$ cat src/rtl/stx_pkg.sv
package stx_pkg;
  localparam int STX_ADDR_W = 3;

  typedef enum logic [STX_ADDR_W-1:0] {
    ADDR_LIVE     = 3'd0,
    ADDR_FALL_CHG = 3'd1,
    ADDR_RISE_CHG = 3'd2,
    ADDR_FALL_EN  = 3'd3,
    ADDR_RISE_EN  = 3'd4
  } stx_addr_e;

  localparam int DIR_FALL = 0;
  localparam int DIR_RISE = 1;
  localparam int NUM_DIR  = 2;
endpackage

$ cat src/rtl/stx_edge_det.sv
module stx_edge_det #(
  parameter int W = 16
) (
  input  logic         clk_i,
  input  logic         rst_ni,
  input  logic [W-1:0] status_i,
  output logic [W-1:0] live_o,
  output logic [W-1:0] rise_o,
  output logic [W-1:0] fall_o
);
  logic [W-1:0] samp_q, prev_q;
  logic         init_q;

  // first sample after reset seeds both stages, so no edge is seen
  always_ff @(posedge clk_i or negedge rst_ni) begin
    if (!rst_ni) begin
      samp_q <= '0;
      prev_q <= '0;
      init_q <= 1'b1;
    end else begin
      samp_q <= status_i;
      prev_q <= init_q ? status_i : samp_q;
      init_q <= 1'b0;
    end
  end

  assign live_o = samp_q;
  assign rise_o = samp_q & ~prev_q;
  assign fall_o = prev_q & ~samp_q;

  assert_first_sample_quiet_R12: assert property (@(posedge clk_i) disable iff (!rst_ni)
    init_q |=> (rise_o == '0 && fall_o == '0));

  assert_edge_follows_input_R13: assert property (@(posedge clk_i) disable iff (!rst_ni)
    (!init_q && status_i != samp_q) |=> ((rise_o | fall_o) == ($past(status_i) ^ $past(samp_q))));
endmodule

$ cat src/rtl/stx_capture.sv
module stx_capture #(
  parameter int W = 16
) (
  input  logic         clk_i,
  input  logic         rst_ni,
  input  logic [W-1:0] set_i,
  input  logic         clr_i,
  output logic [W-1:0] q_o
);
  logic [W-1:0] q_q;

  // a fresh event outranks a clear in the same cycle
  always_ff @(posedge clk_i or negedge rst_ni) begin
    if (!rst_ni) q_q <= '0;
    else         q_q <= (clr_i ? '0 : q_q) | set_i;
  end

  assign q_o = q_q;

  assert_set_wins_R6: assert property (@(posedge clk_i) disable iff (!rst_ni)
    (set_i != '0) |=> ((q_o & $past(set_i)) == $past(set_i)));

  assert_sticky_R3: assert property (@(posedge clk_i) disable iff (!rst_ni)
    !clr_i |=> ((q_o & $past(q_o)) == $past(q_o)));

  assert_clear_empties_R4: assert property (@(posedge clk_i) disable iff (!rst_ni)
    (clr_i && set_i == '0) |=> (q_o == '0));
endmodule

$ cat src/rtl/stx_host_if.sv
module stx_host_if
  import stx_pkg::*;
#(
  parameter int W = 16
) (
  input  logic                          clk_i,
  input  logic                          rst_ni,
  input  logic [STX_ADDR_W-1:0]         addr_i,
  input  logic                          rd_i,
  input  logic                          wr_i,
  input  logic [W-1:0]                  wdata_i,
  input  logic [W-1:0]                  live_i,
  input  logic [NUM_DIR-1:0][W-1:0]     chg_i,
  output logic [NUM_DIR-1:0][W-1:0]     en_o,
  output logic [NUM_DIR-1:0]            rd_clr_o,
  output logic [W-1:0]                  rdata_o
);
  localparam logic [STX_ADDR_W-1:0] CHG_ADDR [NUM_DIR] = '{ADDR_FALL_CHG, ADDR_RISE_CHG};
  localparam logic [STX_ADDR_W-1:0] EN_ADDR  [NUM_DIR] = '{ADDR_FALL_EN,  ADDR_RISE_EN};

  logic [NUM_DIR-1:0][W-1:0] en_q;

  for (genvar g = 0; g < NUM_DIR; g++) begin : g_dir
    always_ff @(posedge clk_i or negedge rst_ni) begin
      if (!rst_ni)                          en_q[g] <= '0;
      else if (wr_i && addr_i == EN_ADDR[g]) en_q[g] <= wdata_i;
    end
    assign rd_clr_o[g] = rd_i && (addr_i == CHG_ADDR[g]);

    assert_en_write_R7: assert property (@(posedge clk_i) disable iff (!rst_ni)
      (wr_i && addr_i == EN_ADDR[g]) |=> (en_o[g] == $past(wdata_i)));
  end

  assign en_o = en_q;

  always_comb begin
    rdata_o = '0;
    if (rd_i) begin
      unique case (addr_i)
        ADDR_LIVE:     rdata_o = live_i;
        ADDR_FALL_CHG: rdata_o = chg_i[DIR_FALL];
        ADDR_RISE_CHG: rdata_o = chg_i[DIR_RISE];
        ADDR_FALL_EN:  rdata_o = en_q[DIR_FALL];
        ADDR_RISE_EN:  rdata_o = en_q[DIR_RISE];
        default:       rdata_o = '0;
      endcase
    end
  end

  assert_ro_write_R11: assert property (@(posedge clk_i) disable iff (!rst_ni)
    (wr_i && addr_i != ADDR_FALL_EN && addr_i != ADDR_RISE_EN) |=> $stable(en_o));
endmodule

$ cat src/rtl/stx_status_regs.sv
module stx_status_regs
  import stx_pkg::*;
#(
  parameter int STAT_W = 16
) (
  input  logic                  clk_i,
  input  logic                  rst_ni,
  input  logic [STAT_W-1:0]     status_i,
  input  logic [STX_ADDR_W-1:0] addr_i,
  input  logic                  rd_i,
  input  logic                  wr_i,
  input  logic [STAT_W-1:0]     wdata_i,
  input  logic                  clr_i,
  output logic [STAT_W-1:0]     rdata_o,
  output logic                  summary_o
);
  logic [STAT_W-1:0]              live;
  logic [NUM_DIR-1:0][STAT_W-1:0] edge_v;
  logic [NUM_DIR-1:0][STAT_W-1:0] chg_q;
  logic [NUM_DIR-1:0][STAT_W-1:0] en_q;
  logic [NUM_DIR-1:0]             rd_clr;
  logic [NUM_DIR-1:0]             hit;

  stx_edge_det #(.W(STAT_W)) u_edge (
    .clk_i    (clk_i),
    .rst_ni   (rst_ni),
    .status_i (status_i),
    .live_o   (live),
    .rise_o   (edge_v[DIR_RISE]),
    .fall_o   (edge_v[DIR_FALL])
  );

  for (genvar g = 0; g < NUM_DIR; g++) begin : g_cap
    stx_capture #(.W(STAT_W)) u_cap (
      .clk_i  (clk_i),
      .rst_ni (rst_ni),
      .set_i  (edge_v[g]),
      .clr_i  (clr_i | rd_clr[g]),
      .q_o    (chg_q[g])
    );
    assign hit[g] = |(chg_q[g] & en_q[g]);
  end

  stx_host_if #(.W(STAT_W)) u_host (
    .clk_i    (clk_i),
    .rst_ni   (rst_ni),
    .addr_i   (addr_i),
    .rd_i     (rd_i),
    .wr_i     (wr_i),
    .wdata_i  (wdata_i),
    .live_i   (live),
    .chg_i    (chg_q),
    .en_o     (en_q),
    .rd_clr_o (rd_clr),
    .rdata_o  (rdata_o)
  );

  assign summary_o = |hit;

  always_comb begin
    if (rst_ni && en_q == '0)
      assert_summary_masked_R9: assert (!summary_o);
  end

  assert_summary_follows_R8: assert property (@(posedge clk_i) disable iff (!rst_ni)
    (!wr_i && ((|(edge_v[DIR_FALL] & en_q[DIR_FALL])) || (|(edge_v[DIR_RISE] & en_q[DIR_RISE]))))
      |=> summary_o);
endmodule

$ cat config.mk
export PLATFORM = sky130hd
export DESIGN_NAME = stx_status_regs
export DESIGN_NICKNAME = d
export VERILOG_FILES = /design/src/rtl/stx_pkg.sv /design/src/rtl/stx_edge_det.sv /design/src/rtl/stx_capture.sv /design/src/rtl/stx_host_if.sv /design/src/rtl/stx_status_regs.sv
export SDC_FILE = /design/constraint.sdc
export NUM_CORES = 1
export LEC_CHECK = 0
export CORE_UTILIZATION = 58
export CTS_CLUSTER_DIAMETER = 60
export DETAILED_ROUTE_END_ITERATION = 12
export PLACE_DENSITY = 0.88
export SLEW_MARGIN = 15
export SYNTH_ARGS = -nofsm -noshare
export SYNTH_HDL_FRONTEND = slang
export SYNTH_SLANG_ARGS = --single-unit
$ cat constraint.sdc
create_clock -name clk_i -period 3.5 [get_ports clk_i]
set_input_delay 0.7 -clock clk_i [delete_from_list [all_inputs] [get_ports clk_i]]
set_output_delay 0.7 -clock clk_i [all_outputs]
set_load 0.1 [all_outputs]
==> out/metrics.yaml, run 1 <==
logic_synthesis:
  synth_seq_cells: 97
  ys_seq_area_frac: 0.5898
  synth_nets: 362
  synth_ff_type: "dfrtp_1"
  synth-edff-count: 0
  synthTopCellsByCount: "96 x dfrtp_1, 48 x a22oi_1, 28 x mux2_2, 20 x mux2_1"
  ys_warn_count: 0
  synth.distinct_cells: 26
  synthTopCellsByArea: "dfrtp_1 58%, a22oi_1 8.8%, mux2_2 7.7%"
  ys_async_sr_fraction: 1.000
  yosys.area.top_type_share: 0.5834
  yosysTopAreaCell: "dfrtp_1"
  avgSynthCellArea_sq_um: 12.79
  synthCells: 322
  synth.most_common_cell: "dfrtp_1"
  syn-cell-area_sq_mm: 0.004118
pwr:
  power.switching_uw: 832.3
  pwr-share-comb: 0.184
  swShare: 0.3181
  p_int_mw: 1.784
  p_seq_frac: 0.546
  vdd_drop_max_uv: 358.6
  power_leakage_nw: 2.180
  power_density_mw_per_mm2: 503.8
  clkPwrFrac: 0.270
grt:
  overflow: 0
  grt_pass1_wl_microns: 16860
  grt_max_degree: 63
  grt_usage: 0.3076
  grt_pass1_vias: 3188
  antenna_found_initial: 0
die:
  coreArea_sq_mm: 0.006832
  placementRows: 30
  dieArea_sq_mm: 0.007441
  die_h_microns: 86.26
  ioPinCount: 57
  initial_core_util: 0.6027
  fp.dieW_microns: 86.26
layout:
  layout-drive-gt1-share: 0.2333
  area_delta_synth_final_pct: 26.13
  stdcell_area_sq_mm: 0.005194
  antenna_cells: 0
  nets: 425
  nFillCells: 464
route:
  dr_wl_met3_microns: 936
  routed_wl_microns: 10270
  vias_per_cell: 6.397
  drc: 0
  highest_layer: "met4"
  firstDrtPassIters: 6
  route.layer.met1.wl_microns: 4016
  drt_iter0_drc: 342
  wl_met2_microns: 4951
  vias: 3109
  wl_per_cell_microns: 21.12
  postRouteAntennaNets: 0
sta:
  fin_tns_setup_ns: 0
  fin_crit_sh: 0.8956
  setup_slack_ns: 0.3653
  rsz0062_at_grt: "no"
  fmax_mhz: 319.0
  period_minus_slack_ns: 3.135
  skew_ns: 0.005781
  hold_violations: 0
  setup_violations: 0
  slew_headroom: 0.5099
  finalMaxSlewViolations: 0
  tightest_slew_ns: 0.7351
critical_path:
  arrival_ns: 2.43
  crit_fanout: 17
  r2r-start: "u_edge.init_q$_DFF_PN1_"
  crit_type: "in -> out"
  end_kind: "output pin"
  r2r.worst_path.cells: 1
  crit_start: "addr_i[1]"
  crit_required_ns: 2.80
  cp-start-kind: "primary input"
  r2r_slack_ns: 2.32
  rr_endpoint: "u_edge.prev_q[3]$_DFF_PN0_"
clock_tree:
  cts_tree: "built"
  clk_path_buf_depth: 2
  cts_setup_buffers: 0
  cts.sinks: 97
  root_buffer: "clkbuf_8"
  insertion_delay_ns: 0.38
  cts_buffers: 9
  cts_resized: 0
  htree_levels: 3
  path_clk_slew_ns: 0.10
  cts-hold-fix-buffers: 0
outcome:
  status: "complete, no violations"
placed_design:
  port_buffers: 56
  dp_hpwl_microns: 7526
  gp_congestion: 0.9286
  place_area_sq_mm: 0.004995
  pre_cts_slack_ns: 0.3977
hold_path:
  min_path_type: "in -> async"
run:
  maxCapViolCount: 0
cell families after synthesis:
logic type | count (synthesis) | share of synthesized area
AOI/OAI and AO/OA | 115 | 0.2009
DFF | 97 | 0.5898
muxes | 48 | 0.1313
buffers and inverters | 33 | 0.03646
and+or+nand+nor | 28 | 0.04072
other | 1 | 0.0009107
placed cells by master (no fill, tap or decap), types with 17 or more instances in the layout:
cell type	n
dfrtp_1	96
a22oi_1	48
clkdlybuf4s50_1	38
mux2_2	28
mux2_1	20
o21ai_0	17
nand2_1	17
inv_1	17
registers in the layout, summed over array words and instances (netlist names):
name             flops
u_edge.prev_q       16
u_host.en_o         32
g_cap.u_cap.q_o     32
u_edge.live_o       16
u_edge.init_q        1
critical path, cell delays in order:
cell,delay (ns)
clkdlybuf4s50_1,0.44
buf_4,0.23
nor3b_4,0.18
buf_4,0.25
a22oi_1,0.12
a21oi_1,0.29
buf_12,0.22
final cells by class:
| type | instances | area [sq um] | share of cell area |
|---|---|---|---|
| clock buffer | 9 | 123.9 | 0.02385 |
| sequential | 97 | 2429 | 0.4676 |
| multi-input combinational | 192 | 1577 | 0.3035 |
| tap | 96 | 120.1 | 0.02313 |
| clock inverter | 7 | 75.07 | 0.01445 |
| timing repair buffer | 68 | 805.8 | 0.1551 |
| inverter | 17 | 63.81 | 0.01229 |
worst max path at each step:
stage	cells past startpoint	to	slack (ns)
final	7	rdata_o[15]	0.37
after global routing	7	rdata_o[15]	0.26
after CTS	7	rdata_o[15]	0.39
after detailed placement	7	rdata_o[15]	0.40
after global placement	7	rdata_o[15]	0.43
after floorplan	3	rdata_o[0]	0.11
power groups by stage:
stage                     Sequential [mW]  Clock, mW  Combinational (mW)
after floorplan                      1.36          0               0.320
after global placement               1.43          0               0.463
after detailed placement             1.43          0               0.482
after CTS                            1.42      0.724               0.484
after global routing                 1.44      0.765               0.520
final                                1.43      0.705               0.482
stage by stage:
step / hold slack [ns] / power (mW) / std cells / util
floorplan: 0.4044 / 1.681 / 322 / -
global route: 0.4368 / 2.724 / 486 / 0.7603
detailed placement: 0.4392 / 1.917 / 470 / 0.7311
CTS: 0.4043 / 2.626 / 486 / 0.7603
global placement: 0.4266 / 1.892 / 470 / 0.7311
finish: 0.3858 / 2.617 / 486 / 0.7603
per-layer routing:
| layer | vias up | track usage |
|---|---|---|
| li1 | 1337 | - |
| met1 | 1562 | 0.4216 |
| met2 | 167 | 0.4719 |
| met3 | 43 | 0.08381 |
| met4 | 0 | 0.1212 |
| met5 | - | 0 |
Note: power is estimated with default switching activity, not from simulation.
==> run 2: changes to the inputs <==
--- a/config.mk
+++ b/config.mk
@@ -8,7 +8,9 @@
 export CORE_UTILIZATION = 58
 export CTS_CLUSTER_DIAMETER = 60
 export DETAILED_ROUTE_END_ITERATION = 12
+export GPL_TIMING_DRIVEN = 0
 export PLACE_DENSITY = 0.88
+export SETUP_SLACK_MARGIN = 0.1
 export SLEW_MARGIN = 15
 export SYNTH_ARGS = -nofsm -noshare
 export SYNTH_HDL_FRONTEND = slang
==> run 2 against run 1 <==
Compared with the run above:
- routed wire length shrank 4.3%
- register-to-register slack got worse by 0.13 ns
- non-clock buffer count is 8 higher
- maximum frequency decreased by 7.0%
- die area unchanged
- utilization decreased by 1.8 points
- setup slack lost 0.24 ns
- sequential share of layout area grew 1.1 points
- sequential cell count unchanged
- sequential power about the same
- via count decreased by 2.6%
==> out/metrics.yaml, run 2 (synthesis gave the netlist of run 1 again) <==
outcome:
  status: "complete, no violations"
layout:
  nets: 433
  layout_common_cells: "96 x dfrtp_1, 48 x a22oi_1, 37 x clkdlybuf4s50_1, 28 x mux2_2, 20 x mux2_1"
  stdcell_area_sq_mm: 0.005071
  antenna_cells: 0
  area_delta_synth_final_pct: 23.15
  layout-drive-gt1-share: 0.2362
  multiInputGateArea_sq_mm: 0.001589
  nFillCells: 491
  mostFrequentLayoutCell: "dfrtp_1"
  seqCellArea_sq_mm: 0.002429
grt:
  grt_pass1_wl_microns: 15270
  grt_usage: 0.2809
  overflow: 0
  grt_max_degree: 67
  grt_pass1_vias: 2970
  antenna_found_initial: 0
sta:
  hold_violations: 0
  fmax_mhz: 296.7
  hold_ws_ns: 0.2619
  rsz0062_at_grt: "yes"
  fin_crit_sh: 0.9629
  skew_ns: 0.01100
  finalMaxSlewViolations: 0
  slew_headroom: 0.3585
  tightest_slew_ns: 0.9607
  setup_violations: 0
  period_minus_slack_ns: 3.370
placed_design:
  port_buffers: 56
  place_area_sq_mm: 0.004861
  gp_congestion: 0.8937
  dp_hpwl_microns: 7344
critical_path:
  r2r.worst_path.cells: 3
  end_kind: "output pin"
  crit_fanout: 5
  cp-start-kind: "primary input"
  arrival_ns: 2.67
  crit_type: "in -> out"
  crit_required_ns: 2.80
pwr:
  power_density_mw_per_mm2: 505.3
  finalPower_mw: 2.562
  pwr-share-comb: 0.178
  clkPwrFrac: 0.268
  power_leakage_nw: 2.154
  p_seq_frac: 0.554
  swShare: 0.3159
  vdd_drop_max_uv: 368.5
  p_int_mw: 1.753
  power.switching_uw: 809.6
die:
  placementRows: 30
  initial_core_util: 0.6027
  dieArea_sq_mm: 0.007441
  ioPinCount: 57
  coreArea_sq_mm: 0.006832
  die_h_microns: 86.26
  fp.dieW_microns: 86.26
clock_tree:
  insertion_delay_ns: 0.36
  path_clk_slew_ns: 0.10
  cts-hold-fix-buffers: 0
  cts_buffers: 9
  root_buffer: "clkbuf_8"
  htree_levels: 3
  clk_path_buf_depth: 2
  cts.sinks: 97
  cts_tree: "built"
route:
  vias_per_cell: 6.132
  routed_wl_microns: 9825
  wl_per_cell_microns: 19.89
  drt_iter0_drc: 143
  vias: 3029
  drc: 0
  postRouteAntennaNets: 0
  firstDrtPassIters: 4
run:
  maxCapViolCount: 0
hold_path:
  min_path_type: "in -> async"
-- run 2: changes by cell type in the layout (fill, tap and decap cells not counted), sizes merged, moves of 2 or more --
cell	before	now
clkinvlp	0	3
buf	30	23
clkdlybuf4s15	0	5
dlymetal6s2s	0	2
clkbuf	9	18
clkinv	3	1
-- run 2: stage by stage --
| stage | util | setup slack, ns | TNS (ns) | cells |
|---|---|---|---|---|
| 6_report | 0.7423 | 0.1298 | 0 | 494 |
| 5_1_grt | 0.7423 | 0.05670 | 0 | 494 |
| 4_1_cts | 0.7388 | 0.02784 | 0 | 491 |
| 3_5_place_dp | 0.7115 | -0.7997 | -10.54 | 475 |
| 3_3_place_gp | 0.7079 | -1.509 | -154.70 | 474 |
| 2_1_floorplan | - | 0.1094 | 0 | 322 |
-- run 2: cell type report --
cell class | count | share of cell area
tap | 96 | 0.02369
buffer | 16 | 0.01850
inverter | 17 | 0.01258
sequential | 97 | 0.4789
timing repair buffer | 60 | 0.1162
multi-input combinational | 192 | 0.3133
clock buffer | 9 | 0.02443
clock inverter | 7 | 0.01234
-- run 2: timing repair --
item,4_1_cts,5_1_grt
buffers inserted,0,3
resized for setup,84,5
pin swaps,0,0
setup endpoints to repair,16,16
-- run 2: critical path: stages --
cell and delay (ns):
clkdlybuf4s50_1 0.64, nor3b_4 0.34, buf_4 0.17, a22oi_1 0.07, a21oi_1 0.16, clkdlybuf4s15_2 0.58
-- run 2: metal layers --
layer  track usage  up-vias  part of all wire
met2        0.4271      122              0.47
met3       0.05619       29             0.057
li1              -     1352                 -
met5             0        -                 0
met4        0.1424        0             0.036
met1        0.3882     1526              0.44
-- run 2: path summary, 6_finish.rpt --
check                                            startpoint  slack (ns)                                to
max in group asynchronous                            rst_ni        2.58           u_edge.init_q$_DFF_PN1_
min in group clk_i              u_edge.prev_q[15]$_DFF_PN0_        0.45  g_cap[1].u_cap.q_o[15]$_DFF_PN0_
worst min-delay path                                 rst_ni        0.26       u_host.en_o[24]$_DFFE_PN0P_
worst min register to register  u_edge.prev_q[15]$_DFF_PN0_        0.45  g_cap[1].u_cap.q_o[15]$_DFF_PN0_
worst max register to register      u_edge.init_q$_DFF_PN1_        2.19        u_edge.prev_q[1]$_DFF_PN0_
worst max-delay path                              addr_i[2]        0.13                       rdata_o[15]
-- run 2: power groups by stage --
stage / Clock [mW] / Combinational (mW) / Sequential [mW]
after floorplan: 0 / 0.320 / 1.36
after global placement: 0 / 0.435 / 1.42
after detailed placement: 0 / 0.457 / 1.43
after CTS: 0.687 / 0.457 / 1.41
after global routing: 0.748 / 0.491 / 1.43
final: 0.686 / 0.457 / 1.42
==> run 3: changes to the inputs <==
--- a/config.mk
+++ b/config.mk
@@ -5,13 +5,14 @@
 export SDC_FILE = /design/constraint.sdc
 export NUM_CORES = 1
 export LEC_CHECK = 0
-export CORE_UTILIZATION = 58
+export CORE_UTILIZATION = 59
 export CTS_CLUSTER_DIAMETER = 60
 export DETAILED_ROUTE_END_ITERATION = 12
 export GPL_TIMING_DRIVEN = 0
-export PLACE_DENSITY = 0.88
+export PLACE_DENSITY = 0.89
 export SETUP_SLACK_MARGIN = 0.1
 export SLEW_MARGIN = 15
 export SYNTH_ARGS = -nofsm -noshare
 export SYNTH_HDL_FRONTEND = slang
+export SYNTH_HIERARCHICAL = 1
 export SYNTH_SLANG_ARGS = --single-unit
==> run 3 against run 2 <==
Compared with the run above:
- combinational power is 13% higher
- critical path depth stayed put
- sequential cell count is the same
- total power rose by 12%
- sequential power is essentially flat
- critical path type unchanged
- setup slack better by 0.019 ns
- register-to-register slack better by 0.03 ns
- highest routed layer unchanged
- routed wire length rose by 11%
==> out/metrics.yaml, run 3 <==
sta:
  hold_violations: 0
  skew_ns: 0.005369
  rsz0062_at_grt: "no"
  fin_crit_sh: 0.9575
  finalMaxSlewViolations: 0
  fmax_mhz: 298.4
  slew_headroom: 0.3584
  period_minus_slack_ns: 3.351
  fin_tns_setup_ns: 0
  setup_violations: 0
  tightest_slew_ns: 0.9662
die:
  initial_core_util: 0.6244
  placementRows: 30
  fp.dieW_microns: 87.96
  ioPinCount: 57
  dieArea_sq_mm: 0.007736
  die_h_microns: 87.96
  coreArea_sq_mm: 0.006982
layout:
  layout_common_cells: "96 x dfrtp_1, 47 x a22oi_1, 44 x mux2_2, 36 x clkdlybuf4s50_1, 33 x nor2b_1"
  nets: 434
  nFillCells: 444
  final_util: 0.7686
  mostFrequentLayoutCell: "dfrtp_1"
  layout-drive-gt1-share: 0.3434
  seqCellArea_sq_mm: 0.002429
  antenna_cells: 0
  multiInputGateArea_sq_mm: 0.001853
  area_delta_synth_final_pct: 23.11
clock_tree:
  root_buffer: "clkbuf_8"
  cts_buffers: 9
  cts-hold-fix-buffers: 0
  path_clk_slew_ns: 0.09
  clk_path_buf_depth: 2
  htree_levels: 3
  insertion_delay_ns: 0.37
  cts.sinks: 97
  cts_tree: "built"
route:
  routed_wl_microns: 10930
  vias_per_cell: 6.354
  drc: 0
  postRouteAntennaNets: 0
  wl_per_cell_microns: 22.08
  vias: 3145
  firstDrtPassIters: 4
  drt_iter0_drc: 245
critical_path:
  end_kind: "output pin"
  crit_fanout: 10
  r2r-start: "u_edge/init_q$_DFF_PN1_"
  crit_required_ns: 2.80
  crit_type: "in -> out"
  crit_start: "addr_i[2]"
  cp-start-kind: "primary input"
  arrival_ns: 2.65
grt:
  grt_pass1_wl_microns: 17190
  antenna_found_initial: 0
  overflow: 0
  grt_usage: 0.3121
  grt_max_degree: 50
  grt_pass1_vias: 3321
logic_synthesis:
  yosysTopAreaCell: "dfrtp_1"
  synth-edff-count: 0
  avgSynthCellArea_sq_um: 13.45
  synth_ff_type: "dfrtp_1"
  ys_seq_area_frac: 0.5571
  synth.most_common_cell: "dfrtp_1"
  yosys.area.top_type_share: 0.5511
  synth_seq_cells: 97
  ys_async_sr_fraction: 1.000
  synthTopCellsByCount: "96 x dfrtp_1, 47 x a22oi_1, 44 x mux2_2, 33 x nor2b_1, 20 x a21o_1"
  synth_nets: 364
  synthTopCellsByArea: "dfrtp_1 55%, mux2_2 11%, a22oi_1 8.1%"
  synthCells: 324
  ys_warn_count: 6
  synth.distinct_cells: 29
  syn-cell-area_sq_mm: 0.004359
placed_design:
  gp_congestion: 0.8692
  port_buffers: 56
  dp_hpwl_microns: 7096
run:
  maxCapViolCount: 0
hold_path:
  min_path_type: "in -> async"
outcome:
  status: "complete, no violations"
pwr:
  finalPower_mw: 2.858
  vdd_drop_max_uv: 377.9
  power_density_mw_per_mm2: 532.6
  power_leakage_nw: 2.409
## run 3: per-stage QoR
stage / std cells / hold WS, ns / area [sq um] / setup WS (ns)
detailed placement: 477 / 0.4982 / 5102 / -1.086
CTS: 495 / 0.3644 / 5385 / 0.1453
floorplan: 324 / 0.4044 / 4397 / 0.1362
global placement: 476 / 0.4872 / 5077 / -1.712
finish: 495 / 0.3369 / 5366 / 0.1486
global route: 495 / 0.3883 / 5366 / 0.1054
## run 3: layer usage
metal | GRT usage | share of wire | vias up | wire length, microns
met3 | 0.06692 | 0.089 | 43 | 971
met2 | 0.4989 | 0.49 | 149 | 5313
met4 | 0.1759 | 0.040 | 0 | 440
met5 | 0 | 0 | - | 0
li1 | - | - | 1341 | -
met1 | 0.3976 | 0.38 | 1612 | 4202
## run 3: logic make-up (layout without fill, tap and decap cells)
kind of cell           Yosys count  in the layout  synth area share
multiplexers                    64             64            0.1739
other                            1              1         0.0008603
AND/OR/NAND/NOR                 48             48           0.07692
buffers and inverters           17             92           0.02928
AO/OA/AOI/OAI                   97             97            0.1619
flip-flops                      97             97            0.5571
## run 3: final cells by class
| type | count | share of cell area |
|---|---|---|
| Sequential cell | 97 | 0.4526 |
| Multi-Input combinational cell | 210 | 0.3453 |
| Timing Repair Buffer | 59 | 0.1047 |
| Clock inverter | 7 | 0.02635 |
| Buffer | 15 | 0.02425 |
| Clock buffer | 9 | 0.02308 |
| Tap cell | 96 | 0.02238 |
| Inverter | 2 | 0.001399 |
## run 3: worst paths after layout
kind / to / slack [ns] / cells after the start
max in group asynchronous: u_edge/init_q$_DFF_PN1_ / 2.46 / 2
min in group clk_i: g_cap[0].u_cap/q_o[8]$_DFF_PN0_ / 0.52 / 1
hold / removal: u_edge/prev_q[12]$_DFF_PN0_ / 0.34 / 1
setup / recovery: rdata_o[5] / 0.15 / 6
setup reg to reg: u_edge/prev_q[11]$_DFF_PN0_ / 2.22 / 3
hold reg to reg: g_cap[0].u_cap/q_o[8]$_DFF_PN0_ / 0.52 / 1
## run 3: critical path, stage by stage
cell and delay [ns]:
clkdlybuf4s50_1 0.57, nor3_4 0.40, clkbuf_4 0.34, a22oi_1 0.13
a21oi_2 0.19, buf_4 0.32
## run 3: power by group
group	switching (mW)	internal (mW)	leakage (nW)
combinational	0.265	0.252	1.12
clock	0.394	0.548	0.130
sequential	0.133	1.27	1.16
## run 3: timing repair
action                                  in CTS  in global routing
setup buffers                                2                  0
gates resized for setup                     88                  9
pin swaps                                    2                  1
endpoints found under the setup margin      17                 15
